==> config.mk <==
export PLATFORM = sky130hd
export DESIGN_NAME = flag_branch_unit
export DESIGN_NICKNAME = d
export VERILOG_FILES = /design/src/rtl/flag_pkg.sv /design/src/rtl/flag_control.sv /design/src/rtl/flag_datapath.sv /design/src/rtl/branch_eval.sv /design/src/rtl/flag_branch_unit.sv
export SDC_FILE = /design/constraint.sdc
export NUM_CORES = 1
export LEC_CHECK = 0
export ABC_AREA = 1
export BUFFER_PORTS_ARGS = -buffer_cell sky130_fd_sc_hd__buf_2
export CORE_MARGIN = 4
export CORE_UTILIZATION = 56
export CTS_CLUSTER_SIZE = 24
export DETAILED_ROUTE_END_ITERATION = 10
export PLACE_DENSITY = 0.89
export SYNTH_ARGS = -nofsm -noshare
export SYNTH_HDL_FRONTEND = slang
export SYNTH_SLANG_ARGS = --single-unit
==> constraint.sdc <==
create_clock -name clk -period 4.4 [get_ports clk]
set_input_delay 0.88 -clock clk [delete_from_list [all_inputs] [get_ports clk]]
set_output_delay 0.88 -clock clk [all_outputs]
set_load 0.005 [all_outputs]
==> src/rtl/flag_pkg.sv <==
package flag_pkg;

  typedef enum logic [2:0] {
    OP_ADD = 3'd0,
    OP_SUB = 3'd1,
    OP_AND = 3'd2,
    OP_OR  = 3'd3,
    OP_XOR = 3'd4,
    OP_SHL = 3'd5,
    OP_SHR = 3'd6,
    OP_NOT = 3'd7
  } aluOp_e;

  typedef enum logic [1:0] {
    LG_AND = 2'd0,
    LG_OR  = 2'd1,
    LG_XOR = 2'd2,
    LG_NOT = 2'd3
  } logicSel_e;

  typedef enum logic [3:0] {
    CND_ZERO   = 4'd0,
    CND_NZERO  = 4'd1,
    CND_CARRY  = 4'd2,
    CND_NCARRY = 4'd3,
    CND_PLUS   = 4'd4,
    CND_MINUS  = 4'd5,
    CND_OVF    = 4'd6,
    CND_NOVF   = 4'd7,
    CND_UHI    = 4'd8,
    CND_UHS    = 4'd9,
    CND_ULO    = 4'd10,
    CND_ULS    = 4'd11,
    CND_SGT    = 4'd12,
    CND_SGE    = 4'd13,
    CND_SLT    = 4'd14,
    CND_SLE    = 4'd15
  } cond_e;

  // strobes from control to datapath
  typedef struct packed {
    logic      useArith;
    logic      useLogic;
    logic      useShift;
    logic      invertB;
    logic      carryIn;
    logicSel_e logicSel;
    logic      shiftLeft;
    logic      loadFlags;
  } strobe_t;

  typedef struct packed {
    logic c;
    logic s;
    logic z;
    logic v;
  } flags_t;

endpackage

==> src/rtl/flag_control.sv <==
module flag_control
  import flag_pkg::*;
(
  input  logic [2:0] aluOp,
  input  logic       flagEn,
  output strobe_t    strobe
);

  always_comb begin
    strobe           = '0;
    strobe.logicSel  = LG_AND;
    strobe.loadFlags = flagEn;
    case (aluOp_e'(aluOp))
      OP_ADD: strobe.useArith = 1'b1;
      OP_SUB: begin
        strobe.useArith = 1'b1;
        strobe.invertB  = 1'b1;
        strobe.carryIn  = 1'b1;
      end
      OP_AND: begin
        strobe.useLogic = 1'b1;
        strobe.logicSel = LG_AND;
      end
      OP_OR: begin
        strobe.useLogic = 1'b1;
        strobe.logicSel = LG_OR;
      end
      OP_XOR: begin
        strobe.useLogic = 1'b1;
        strobe.logicSel = LG_XOR;
      end
      OP_SHL: begin
        strobe.useShift  = 1'b1;
        strobe.shiftLeft = 1'b1;
      end
      OP_SHR: strobe.useShift = 1'b1;
      default: begin
        strobe.useLogic = 1'b1;
        strobe.logicSel = LG_NOT;
      end
    endcase
  end

endmodule

==> src/rtl/flag_datapath.sv <==
module flag_datapath
  import flag_pkg::*;
#(
  parameter int WIDTH = 8
) (
  input  logic             clk,
  input  logic             rstN,
  input  logic [WIDTH-1:0] opA,
  input  logic [WIDTH-1:0] opB,
  input  strobe_t          strobe,
  output logic [WIDTH-1:0] result,
  output flags_t           flagsQ
);

  localparam int MSB = WIDTH - 1;

  logic [WIDTH-1:0] bEff;
  logic [WIDTH-1:0] lowSum;
  logic [1:0]       msbSum;
  logic             carryIntoMsb;
  logic [WIDTH-1:0] arithRes;
  logic             arithC;
  logic             arithV;
  logic [WIDTH-1:0] logicRes;
  logic [WIDTH-1:0] shiftRes;
  logic             shiftC;
  logic             shiftV;
  logic             nextC;
  logic             nextV;
  flags_t           flagsD;

  // adder split at the top bit so carry-in and carry-out of the msb are both visible
  assign bEff         = strobe.invertB ? ~opB : opB;
  assign lowSum       = {1'b0, opA[MSB-1:0]} + {1'b0, bEff[MSB-1:0]}
                        + {{(WIDTH-1){1'b0}}, strobe.carryIn};
  assign carryIntoMsb = lowSum[MSB];
  assign msbSum       = {1'b0, opA[MSB]} + {1'b0, bEff[MSB]} + {1'b0, carryIntoMsb};
  assign arithRes     = {msbSum[0], lowSum[MSB-1:0]};
  assign arithC       = msbSum[1];
  assign arithV       = carryIntoMsb ^ msbSum[1];

  always_comb begin
    case (strobe.logicSel)
      LG_AND:  logicRes = opA & opB;
      LG_OR:   logicRes = opA | opB;
      LG_XOR:  logicRes = opA ^ opB;
      default: logicRes = ~opA;
    endcase
  end

  always_comb begin
    if (strobe.shiftLeft) begin
      shiftRes = {opA[MSB-1:0], 1'b0};
      shiftC   = opA[MSB];
      shiftV   = opA[MSB] ^ opA[MSB-1];
    end else begin
      shiftRes = {1'b0, opA[MSB:1]};
      shiftC   = opA[0];
      shiftV   = 1'b0;
    end
  end

  always_comb begin
    result = logicRes;
    nextC  = 1'b0;
    nextV  = 1'b0;
    if (strobe.useArith) begin
      result = arithRes;
      nextC  = arithC;
      nextV  = arithV;
    end else if (strobe.useShift) begin
      result = shiftRes;
      nextC  = shiftC;
      nextV  = shiftV;
    end
  end

  assign flagsD = '{c: nextC, s: result[MSB], z: ~|result, v: nextV};

  always_ff @(posedge clk or negedge rstN) begin
    if (!rstN)                 flagsQ <= '0;
    else if (strobe.loadFlags) flagsQ <= flagsD;
  end

  p_hold_r7: assert property (@(posedge clk) disable iff (!rstN)
    !strobe.loadFlags |=> $stable(flagsQ));

  p_logic_clears_r6: assert property (@(posedge clk) disable iff (!rstN)
    (strobe.loadFlags && strobe.useLogic) |=> (!flagsQ.c && !flagsQ.v));

  p_sign_zero_r5: assert property (@(posedge clk) disable iff (!rstN)
    strobe.loadFlags |=> (flagsQ.s == $past(result[MSB])) && (flagsQ.z == ($past(result) == '0)));

endmodule

==> src/rtl/branch_eval.sv <==
module branch_eval
  import flag_pkg::*;
(
  input  flags_t     flags,
  input  logic [3:0] condSel,
  output logic       taken
);

  logic signLess;

  assign signLess = flags.s ^ flags.v;

  always_comb begin
    case (cond_e'(condSel))
      CND_ZERO:   taken = flags.z;
      CND_NZERO:  taken = !flags.z;
      CND_CARRY:  taken = flags.c;
      CND_NCARRY: taken = !flags.c;
      CND_PLUS:   taken = !flags.s;
      CND_MINUS:  taken = flags.s;
      CND_OVF:    taken = flags.v;
      CND_NOVF:   taken = !flags.v;
      CND_UHI:    taken = flags.c && !flags.z;
      CND_UHS:    taken = flags.c;
      CND_ULO:    taken = !flags.c;
      CND_ULS:    taken = !flags.c || flags.z;
      CND_SGT:    taken = !signLess && !flags.z;
      CND_SGE:    taken = !signLess;
      CND_SLT:    taken = signLess;
      default:    taken = signLess || flags.z;
    endcase
  end

endmodule

==> src/rtl/flag_branch_unit.sv <==
module flag_branch_unit
  import flag_pkg::*;
#(
  parameter int WIDTH = 8
) (
  input  logic             clk,
  input  logic             rstN,
  input  logic [WIDTH-1:0] opA,
  input  logic [WIDTH-1:0] opB,
  input  logic [2:0]       aluOp,
  input  logic             flagEn,
  input  logic [3:0]       condSel,
  output logic [WIDTH-1:0] result,
  output logic             carryFlag,
  output logic             signFlag,
  output logic             zeroFlag,
  output logic             overflowFlag,
  output logic             branchTaken
);

  strobe_t strobe;
  flags_t  flagsQ;

  flag_control u_control (
    .aluOp  (aluOp),
    .flagEn (flagEn),
    .strobe (strobe)
  );

  flag_datapath #(.WIDTH(WIDTH)) u_datapath (
    .clk    (clk),
    .rstN   (rstN),
    .opA    (opA),
    .opB    (opB),
    .strobe (strobe),
    .result (result),
    .flagsQ (flagsQ)
  );

  branch_eval u_branch (
    .flags   (flagsQ),
    .condSel (condSel),
    .taken   (branchTaken)
  );

  assign carryFlag    = flagsQ.c;
  assign signFlag     = flagsQ.s;
  assign zeroFlag     = flagsQ.z;
  assign overflowFlag = flagsQ.v;

  // a compare just written must order the operands it came from
  p_unsigned_hi_r9: assert property (@(posedge clk) disable iff (!rstN)
    ($past(rstN) && $past(flagEn) && ($past(aluOp) == OP_SUB) && (condSel == CND_UHI))
      |-> (branchTaken == ($past(opA) > $past(opB))));

  p_signed_lt_r10: assert property (@(posedge clk) disable iff (!rstN)
    ($past(rstN) && $past(flagEn) && ($past(aluOp) == OP_SUB) && (condSel == CND_SLT))
      |-> (branchTaken == ($signed($past(opA)) < $signed($past(opB)))));

endmodule

* Word-level counts from Yosys, hierarchy flattened
Index checks and enable logic that the tools add are counted.
** Cells by class
- Add/subtract/negate cells :: 4
- Equal/unequal tests :: 22
- Mux-type cells :: 17
- Bitwise operators :: 8
- Reduce and logical (&&, ||, !) cells :: 19
** Operators with widths (number)
- 8-bit 2-to-1 mux :: 4
- 4-bit equality test (second input constant) :: 7
- 8-bit one-hot mux with 3 select lines :: 1
- 4-bit by 3-bit equality test with 1-bit output (second input constant) :: 4
- 8-bit NOT :: 2
- 1-bit one-hot mux with 13 select lines :: 1
- 3-bit equality test (second input constant) :: 3
- 1-bit 2-to-1 mux :: 9
- 7-bit by 7-bit adder with 8-bit output :: 1
- 8-bit by 1-bit adder with 8-bit output :: 1
- 8-bit AND :: 1
- 4-bit by 2-bit equality test with 1-bit output (second input constant) :: 2
- 8-bit bitwise OR :: 1
- 2-bit OR reduction :: 4
- 8-bit OR reduction :: 1
- 8-bit bitwise XOR :: 1
- 3-bit by 2-bit equality test with 1-bit output (second input constant) :: 2
- 1-bit zero test :: 6
- 2-bit one-hot mux with 3 select lines :: 1
- 5-bit OR reduction :: 1
- 4-bit by 1-bit equality test with 1-bit output (second input constant) :: 1
- 4-bit zero test :: 1
- 3-bit by 1-bit equality test with 1-bit output (second input constant) :: 1
- 3-bit zero test :: 1
- other kinds (9) :: 13
** Word-level totals
- Bits in registers :: 4
- Bits of input ports :: 26
- Output and inout port bits :: 13
- Logic and storage cells :: 74

* Longest topological paths before layout
Gate-level depths: netlist of the first run.
- Depth in word-level cells :: 9
- Depth in mapped cells :: 18
- Depth with buffers taken out :: 17

* Modules after synthesis
A second synthesis of the first run with hierarchy kept.
** Second synthesis, totals
- Cells, all modules :: 313
- Area total of the unflattened synthesis :: 1694.1 sq um
** By module, submodules not included
- flag_datapath :: instances 1, cells an instance 252, area an instance 1443.9 sq um
- branch_eval :: instances 1, cells an instance 41, area an instance 165.2 sq um
- flag_control :: instances 1, cells an instance 20, area an instance 85.1 sq um

* Worst setup path before layout of the first run
Ideal clock, no wire load.
- Path type :: input -> output
- Start point :: input aluOp[0]
- End point :: output result[7]
- Arrival :: 3.062 ns
- Required time :: 3.520 ns
- Path slack :: 0.458 ns
- Stages on the path :: 13
- Cell sequence :: buf_6 nand3_4 buf_6 xor2_1 ha_1 a21o_1 a31oi_1 nand2_1 fa_1 or2_0 nand2_2 inv_1 buf_4
** RTL lines
- from (decl) :: line flag_branch_unit.sv:10 : input logic [2:0] aluOp,
- to (decl) :: line flag_branch_unit.sv:13 : output logic [WIDTH-1:0] result,

* Worst setup path in the final report of the first run
- Start point :: input aluOp[1]
- End point :: output result[7]
** Between the ends
- Cells in the longest elaborated chain, start to end :: 7
** Ends and longest elaborated chain
- 3-bit by 1-bit equality test with 1-bit output, or another cell as far along
- 2-bit 2-to-1 mux or 5-bit OR reduction (tied branches)
- 8-bit 2-to-1 mux or 2-bit one-hot mux with 3 select lines (tied branches) :: line flag_datapath.sv:33, flag_control.sv:13
- 7-bit by 7-bit adder with 8-bit output, or another cell as far along :: line flag_datapath.sv:34 : assign lowSum = {1'b0, opA[MSB-1:0]} + {1'b0, bEff[MSB-1:0]}
- 8-bit by 1-bit adder with 8-bit output or 8-bit one-hot mux with 3 select lines (tied branches) :: line flag_datapath.sv:35, flag_datapath.sv:43
- 2-bit by 1-bit adder with 2-bit output or 8-bit 2-to-1 mux (tied branches) :: line flag_datapath.sv:37, flag_datapath.sv:71
- 8-bit 2-to-1 mux (*) :: line flag_datapath.sv:67 : if (strobe.useArith) begin
Every way passes the cells marked *; elsewhere a longest branch is shown, timed or not.

==> results of run 1 <==
power groups by stage:
| stage | clock network [uW] | registers, uW | logic, uW |
|---|---|---|---|
| after floorplan | 0 | 45.8 | 159 |
| after global placement | 0 | 45.6 | 220 |
| after detailed placement | 0 | 46.0 | 225 |
| after CTS | 46.3 | 45.4 | 227 |
| after global routing | 48.6 | 46.1 | 263 |
| final | 45.0 | 45.5 | 230 |
worst paths after layout:
path | start | endpoint | slack (ns) | depth (start not counted)
min in group clk | u_datapath.flagsQ[1] | u_datapath.flagsQ[1] | 0.54 | 2
setup / recovery | aluOp[1] | result[7] | 0.20 | 15
hold reg to reg | u_datapath.flagsQ[1] | u_datapath.flagsQ[1] | 0.54 | 2
hold / removal | rstN | u_datapath.flagsQ[3] | 0.44 | 1
max in group asynchronous | rstN | u_datapath.flagsQ[1] | 3.84 | 1
setup reg to reg | u_datapath.flagsQ[3] | u_datapath.flagsQ[3] | 3.64 | 2
layout by cell type (no fill, tap or decap), types with 2 or more instances in the layout:
master and instances:
o2111ai_1 2, a21oi_2 2, buf_2 38, nand3_2 3, inv_1 50, nor2_1 20
buf_4 5, a31oi_1 2, a21oi_1 17, clkbuf_4 3, nand2_4 2, dfrtp_1 4
nand3_1 34, a21o_1 3, o21ai_0 11, nand4_1 5, inv_2 3, fa_1 2
xor2_1 8, o211ai_1 2, nand2_1 73, nand2_2 5, nor2_4 2, ha_1 24
routing by layer:
metal	GRT usage, %	vias to the layer above	wire (um)
met2	39.0	68	2140
met1	27.4	928	1960
met5	0	-	0
met4	7.82	0	114
met3	2.81	16	241
li1	-	1021	-
cells by family after synthesis:
logic type / Yosys count / share of synthesized area, %
xor+xnor: 9 / 4.50
simple gates: 149 / 40.4
fa+ha+maj: 26 / 19.4
buf+inv: 60 / 14.9
flops: 4 / 5.71
compound gates: 44 / 15.1
through the flow:
| stage | worst slack, ns | hold slack [ns] | util (%) |
|---|---|---|---|
| after floorplan | 0.458 | 0.515 | - |
| after global placement | 0.255 | 0.526 | 64.4 |
| after detailed placement | 0.176 | 0.530 | 64.4 |
| after CTS | 0.165 | 0.441 | 65.1 |
| after global routing | 0.0210 | 0.441 | 65.9 |
| final | 0.201 | 0.443 | 65.9 |
what timing repair did:
item	CTS	global route
endpoints found under the setup margin	0	1
gates resized for setup	0	0
setup buffers	0	3
final cells by class:
type | count | area, um^2
clock buffers | 3 | 22.5
fillers | 297 | 1030
inverters | 53 | 199
multi-input cells | 228 | 1390
flip-flops and latches | 4 | 100
well taps | 44 | 55.1
repair buffers | 43 | 228
==> summary.txt, run 1 <==
Run status
  • Run status: complete, no violations

Place
  • Placed cell area: 0.00195 mm^2
  • Port buffer count: 38
  • Placed insts: 369
  • RePlAce Congestion: 0.913
  • Final HPWL DP: 3620 um

STA
  • Final Hold Viols: 0
  • Final Skew: 0 ns
  • Max_slew headroom: 67.8%
  • # setup viols final: 0
  • RSZ-0062 raised after global routing: no
  • Slew Limit Fails: 0
  • Period utilization: 95.4%
  • Min Tclk post-route: 4.20 ns
  • Worst-Margin Slew: 0.483 ns
  • Fmax: 238 MHz
  • Setup TNS: 0 ns

Worst setup path
  • Critical path data required time: 3.52 ns
  • CP peak stage delay: 0.42 ns
  • Startpoint Class: input port
  • Critical path arrival: 3.32 ns
  • CP bufs+invs: 6
  • Worst-path cell chain: buf_2 -> inv_2 -> nand3_4 -> buf_4 -> xor2_1 -> ha_1 -> nand2_1 -> inv_1 -> nand4_2 -> nand2_1 -> fa_1 -> or2_0 -> nand2_2 -> inv_1 -> buf_2
  • Top delay family on crit path: simple AND/OR/NAND/NOR gates
  • CP Capture Type: output port
  • Critical path class: in2out
  • Critical-path top delay cell: fa_1
  • Worst-path fanout max: 9

Power
  • Sequential Power Share: 14.2%
  • Pwr Total: 321 uW
  • P_int: 161 uW
  • Combinational power share: 71.8%
  • Sw Share: 49.7%
  • Power share of the clock group: 14.1%
  • Leakage power total: 0.00119 uW
  • P_sw: 159 uW
  • Pwr Density: 161 mW/mm^2
  • VDD IR max: 0.0705 mV

Synthesis
  • Post-synth top cells: nand2_1 (73), inv_1 (50), nand3_1 (34)
  • Dominant cell by count in the synthesized netlist: nand2_1
  • Synth area leaders: ha_1 (17%), nand2_1 (16%), inv_1 (11%), nand3_1 (9.7%), dfrtp_1 (5.7%)
  • Syn Inst Count: 292
  • Syn avg cell area: 6.00 um^2
  • Main synth FF type: dfrtp_1
  • Seq/Total Area, Yosys: 5.71%
  • Post-synthesis cell type count: 35
  • Synth Cell Area: 0.00175 mm^2
  • Largest area contributor in the synthesized netlist: ha_1
  • Post-synth ARST share: 100%
  • Synth warn: 0
  • Yosys top cell area share: 17.1%
  • Post-synth EDFFs: 0
  • Seq cells post-synth: 4
  • Syn nets: 344

Finish
  • Final instance area: 0.00199 mm^2
  • Final #Nets: 385
  • Synth-to-layout area growth: 13.9%
  • Final cell count without fillers: 375
  • Layout cells sized above 1: 19.9%
  • Max reg flops: 4
  • N_diodes: 0
  • Top Registers: u_datapath.flagsQ x4
  • Largest Register: u_datapath.flagsQ

Die
  • Die Wd: 63.9 um
  • Die area: 0.00409 mm^2
  • DIE HEIGHT: 63.9 um
  • Ports: 39
  • Core Area: 0.00303 mm^2
  • Initial core utilization: 57.9%
  • Row count: 20

Clock network
  • CTS Buffer Depth: 2
  • Clk root buf: clkbuf_4
  • Clock latency at the later pin of the worst-skew pair: 0.23 ns
  • H-tree level count: 1
  • Clock transition at path regs: 0.04 ns
  • Clk sinks: 4
  • Hold Buf Count CTS: 0
  • CTS tree: yes
  • Cts bufs inserted: 3

Global routing
  • GRT Total Usage: 22.2%
  • Largest net degree at the start of global routing: 16
  • Initial antenna violation count: 0
  • First-pass GRT wire length: 7680 um
  • Vias in the first global route: 1860
  • GRT overflow: 0

Route
  • Vias per cell: 5.42
  • Pre-Repair DR Iteration Count: 4
  • Residual DRC: 0
  • DRT antenna net count: 0
  • Via count: 2033
  • Initial DRC count: 132
  • Per-cell routed wire length: 11.9 um
  • Detailed-route wire length: 4460 um

Worst hold path
  • Hold WC Path Type: in2async

Run
  • Max Cap Viol: 0
Power figures use the tool's default switching activity.
==> inputs of run 2 (changes only) <==
==> constraint.sdc (replaced) <==
create_clock -name clk -period 4.4 [get_ports clk]
set_input_delay 0.88 -clock clk [delete_from_list [all_inputs] [get_ports clk]]
set_output_delay 0.88 -clock clk [all_outputs]
set_load 0.02 [all_outputs]
==> summary.txt, run 2 (synthesis results as in run 1) <==
Run status
  • Run status: complete, no violations

Power
  • P_int: 162 uW (+0.69%)
  • Sequential Power Share: 13.3% (-0.9 points)
  • Pwr Density: 172 mW/mm^2 (+6.7%)
  • VDD IR max: 0.0826 mV (+17%)
  • Sw Share: 52.7% (+3.0 points)
  • P_sw: 181 uW (+14%)
  • Leakage power total: 0.00119 uW (+0.36%)
  • Power share of the clock group: 13.3% (-0.8 points)
  • Combinational power share: 73.4% (+1.6 points)

STA
  • Fmax: 236 MHz (-0.91%)
  • Setup TNS: 0 ns (unchanged)
  • Max_slew headroom: 66.4% (-1.3 points)
  • Final Skew: 0 ns (unchanged)
  • Slew Limit Fails: 0 (unchanged)
  • Final Hold Viols: 0 (unchanged)
  • # setup viols final: 0 (unchanged)
  • Period utilization: 96.3% (+0.87 points)
  • Min Tclk post-route: 4.24 ns (+0.0384 ns)
  • Fin Hold WS: 0.438 ns (-0.00451 ns)
  • Worst-Margin Slew: 0.503 ns (+0.0201 ns)
  • RSZ-0062 raised after global routing: no

Route
  • DR top layer: met4
  • DR WL met2: 2160 um (+0.93%)
  • DRT antenna net count: 0 (unchanged)
  • Vias per cell: 5.36 (-1.2%)
  • Wl on met1: 1920 um (-2.0%)
  • Met3 Wirelength: 272 um (+13%)
  • Via count: 2014 (-0.93%)
  • Detailed-route wire length: 4420 um (-0.90%)
  • Per-cell routed wire length: 11.7 um (-1.2%)
  • Initial DRC count: 140 (+6.1%)
  • Residual DRC: 0 (unchanged)
  • Pre-Repair DR Iteration Count: 4 (unchanged)

Worst setup path
  • CP Capture Type: output port
  • Worst R2R Setup Slack: 3.62 ns (-0.02 ns)
  • Worst Reg-to-Reg Cells: 2 (unchanged)
  • Top delay family on crit path: simple AND/OR/NAND/NOR gates
  • Critical path class: in2out
  • Critical path data required time: 3.52 ns (about the same)
  • RR Startpoint: u_datapath.flagsQ[3]
  • Critical path arrival: 3.36 ns (+0.04 ns)
  • Startpoint Class: input port
  • CP peak stage delay: 0.43 ns (about the same)
  • Worst-path cell chain: buf_2 -> inv_2 -> nand3_4 -> xor2_1 -> ha_1 -> nand2_1 -> inv_1 -> nand3_2 -> nand2_2 -> nand4_2 -> nand2_1 -> fa_1 -> or2_0 -> nand2_2 -> inv_1 -> buf_2
  • Worst-path fanout max: 9 (unchanged)
  • RR Endpoint: u_datapath.flagsQ[3]
  • CP bufs+invs: 5 (-1)
  • Critical-path top delay cell: fa_1

Clock network
  • Cts bufs inserted: 3 (unchanged)
  • CTS Buffer Depth: 2 (unchanged)
  • Clock transition at path regs: 0.04 ns (about the same)
  • Clk root buf: clkbuf_4
  • CTS tree: yes
  • Clk sinks: 4 (unchanged)
  • H-tree level count: 1 (unchanged)
  • Clock latency at the later pin of the worst-skew pair: 0.24 ns (about the same)
  • Resized Gates After CTS: 0 (unchanged)

Die
  • Row count: 20 (unchanged)
  • Die area: 0.00409 mm^2 (unchanged)
  • Initial core utilization: 57.9% (unchanged)
  • DIE HEIGHT: 63.9 um (unchanged)
  • Core Area: 0.00303 mm^2 (unchanged)
  • Die Wd: 63.9 um (unchanged)
  • Ports: 39 (unchanged)

Worst hold path
  • Hold WC Path Type: in2async

Global routing
  • Vias in the first global route: 1827 (-1.8%)
  • GRT overflow: 0 (unchanged)
  • Initial antenna violation count: 0 (unchanged)
  • First-pass GRT wire length: 7670 um (about the same)
  • GRT Total Usage: 22.4% (+0.22 points)
  • Largest net degree at the start of global routing: 16 (unchanged)

Finish
  • Synth-to-layout area growth: 14.3%
  • Most common cell after layout, fill and taps aside: nand2_1
  • Max reg flops: 4 (unchanged)
  • Most frequent cells in the layout: nand2_1 (73), inv_1 (50), buf_2 (38)
  • Final instance area: 0.00200 mm^2 (+0.38%)
  • Largest Register: u_datapath.flagsQ
  • Final #Nets: 386 (+0.26%)
  • Layout cells sized above 1: 20.2% (+0.24 points)
  • Top Registers: u_datapath.flagsQ x4
  • End-of-flow core utilization: 66.1% (+0.25 points)
  • N_diodes: 0 (unchanged)
  • Final cell count without fillers: 376 (+0.27%)

Place
  • RePlAce Congestion: 0.892 (-2.4%)
  • Final HPWL DP: 3560 um (-1.4%)
  • Placed cell area: 0.00195 mm^2 (unchanged)
  • Placed insts: 369 (unchanged)
  • Port buffer count: 38 (unchanged)

Run
  • Max Cap Viol: 0 (unchanged)
-- run 2: cell types whose count changed in the layout (fill, tap and decap cells not counted), sizes merged --
cell  delta
buf      +1
-- run 2: worst max path at each step --
| stage | start | endpoint | slack, ns | cells past startpoint |
|---|---|---|---|---|
| after CTS | aluOp[1] | result[7] | 0.12 | 16 |
| final | aluOp[1] | result[7] | 0.16 | 16 |
| after detailed placement | aluOp[1] | result[7] | 0.12 | 16 |
| after floorplan | aluOp[0] | result[7] | 0.43 | 13 |
| after global routing | aluOp[1] | result[7] | 0.01 | 16 |
| after global placement | aluOp[1] | result[7] | 0.22 | 16 |
-- run 2: power groups by stage --
stage          Sequential (uW)  Combinational (uW)  Clock [uW]
2_1_floorplan             50.6                 175           0
6_report                  45.5                 252        45.6
5_1_grt                   46.1                 286        49.8
3_3_place_gp              45.6                 241           0
4_1_cts                   45.5                 249        46.7
3_5_place_dp              46.0                 247           0
-- run 2: timing repair --
| action | 4_1_cts | 5_1_grt |
|---|---|---|
| setup buffers | 0 | 4 |
| setup endpoints to repair | 0 | 1 |
| hold buffers | 0 | 0 |
-- run 2: metrics by stage --
stage	setup slack (ns)	total power, uW
global route	0.0132	382
global placement	0.219	286
finish	0.162	343
detailed placement	0.124	293
floorplan	0.435	226
CTS	0.118	341
-- run 2: routing by layer --
layer / vias up / GRT usage, %
li1: 1027 / -
met1: 914 / 27.7
met2: 65 / 40.1
met3: 8 / 2.64
met4: 0 / 6.47
met5: - / 0
-- run 2: layout make-up --
| cell class | count | area (um^2) |
|---|---|---|
| clock buffers | 3 | 22.5 |
| fillers | 297 | 1030 |
| inverters | 53 | 199 |
| multi-input cells | 228 | 1390 |
| flip-flops and latches | 4 | 100 |
| well taps | 44 | 55.1 |
| repair buffers | 44 | 235 |
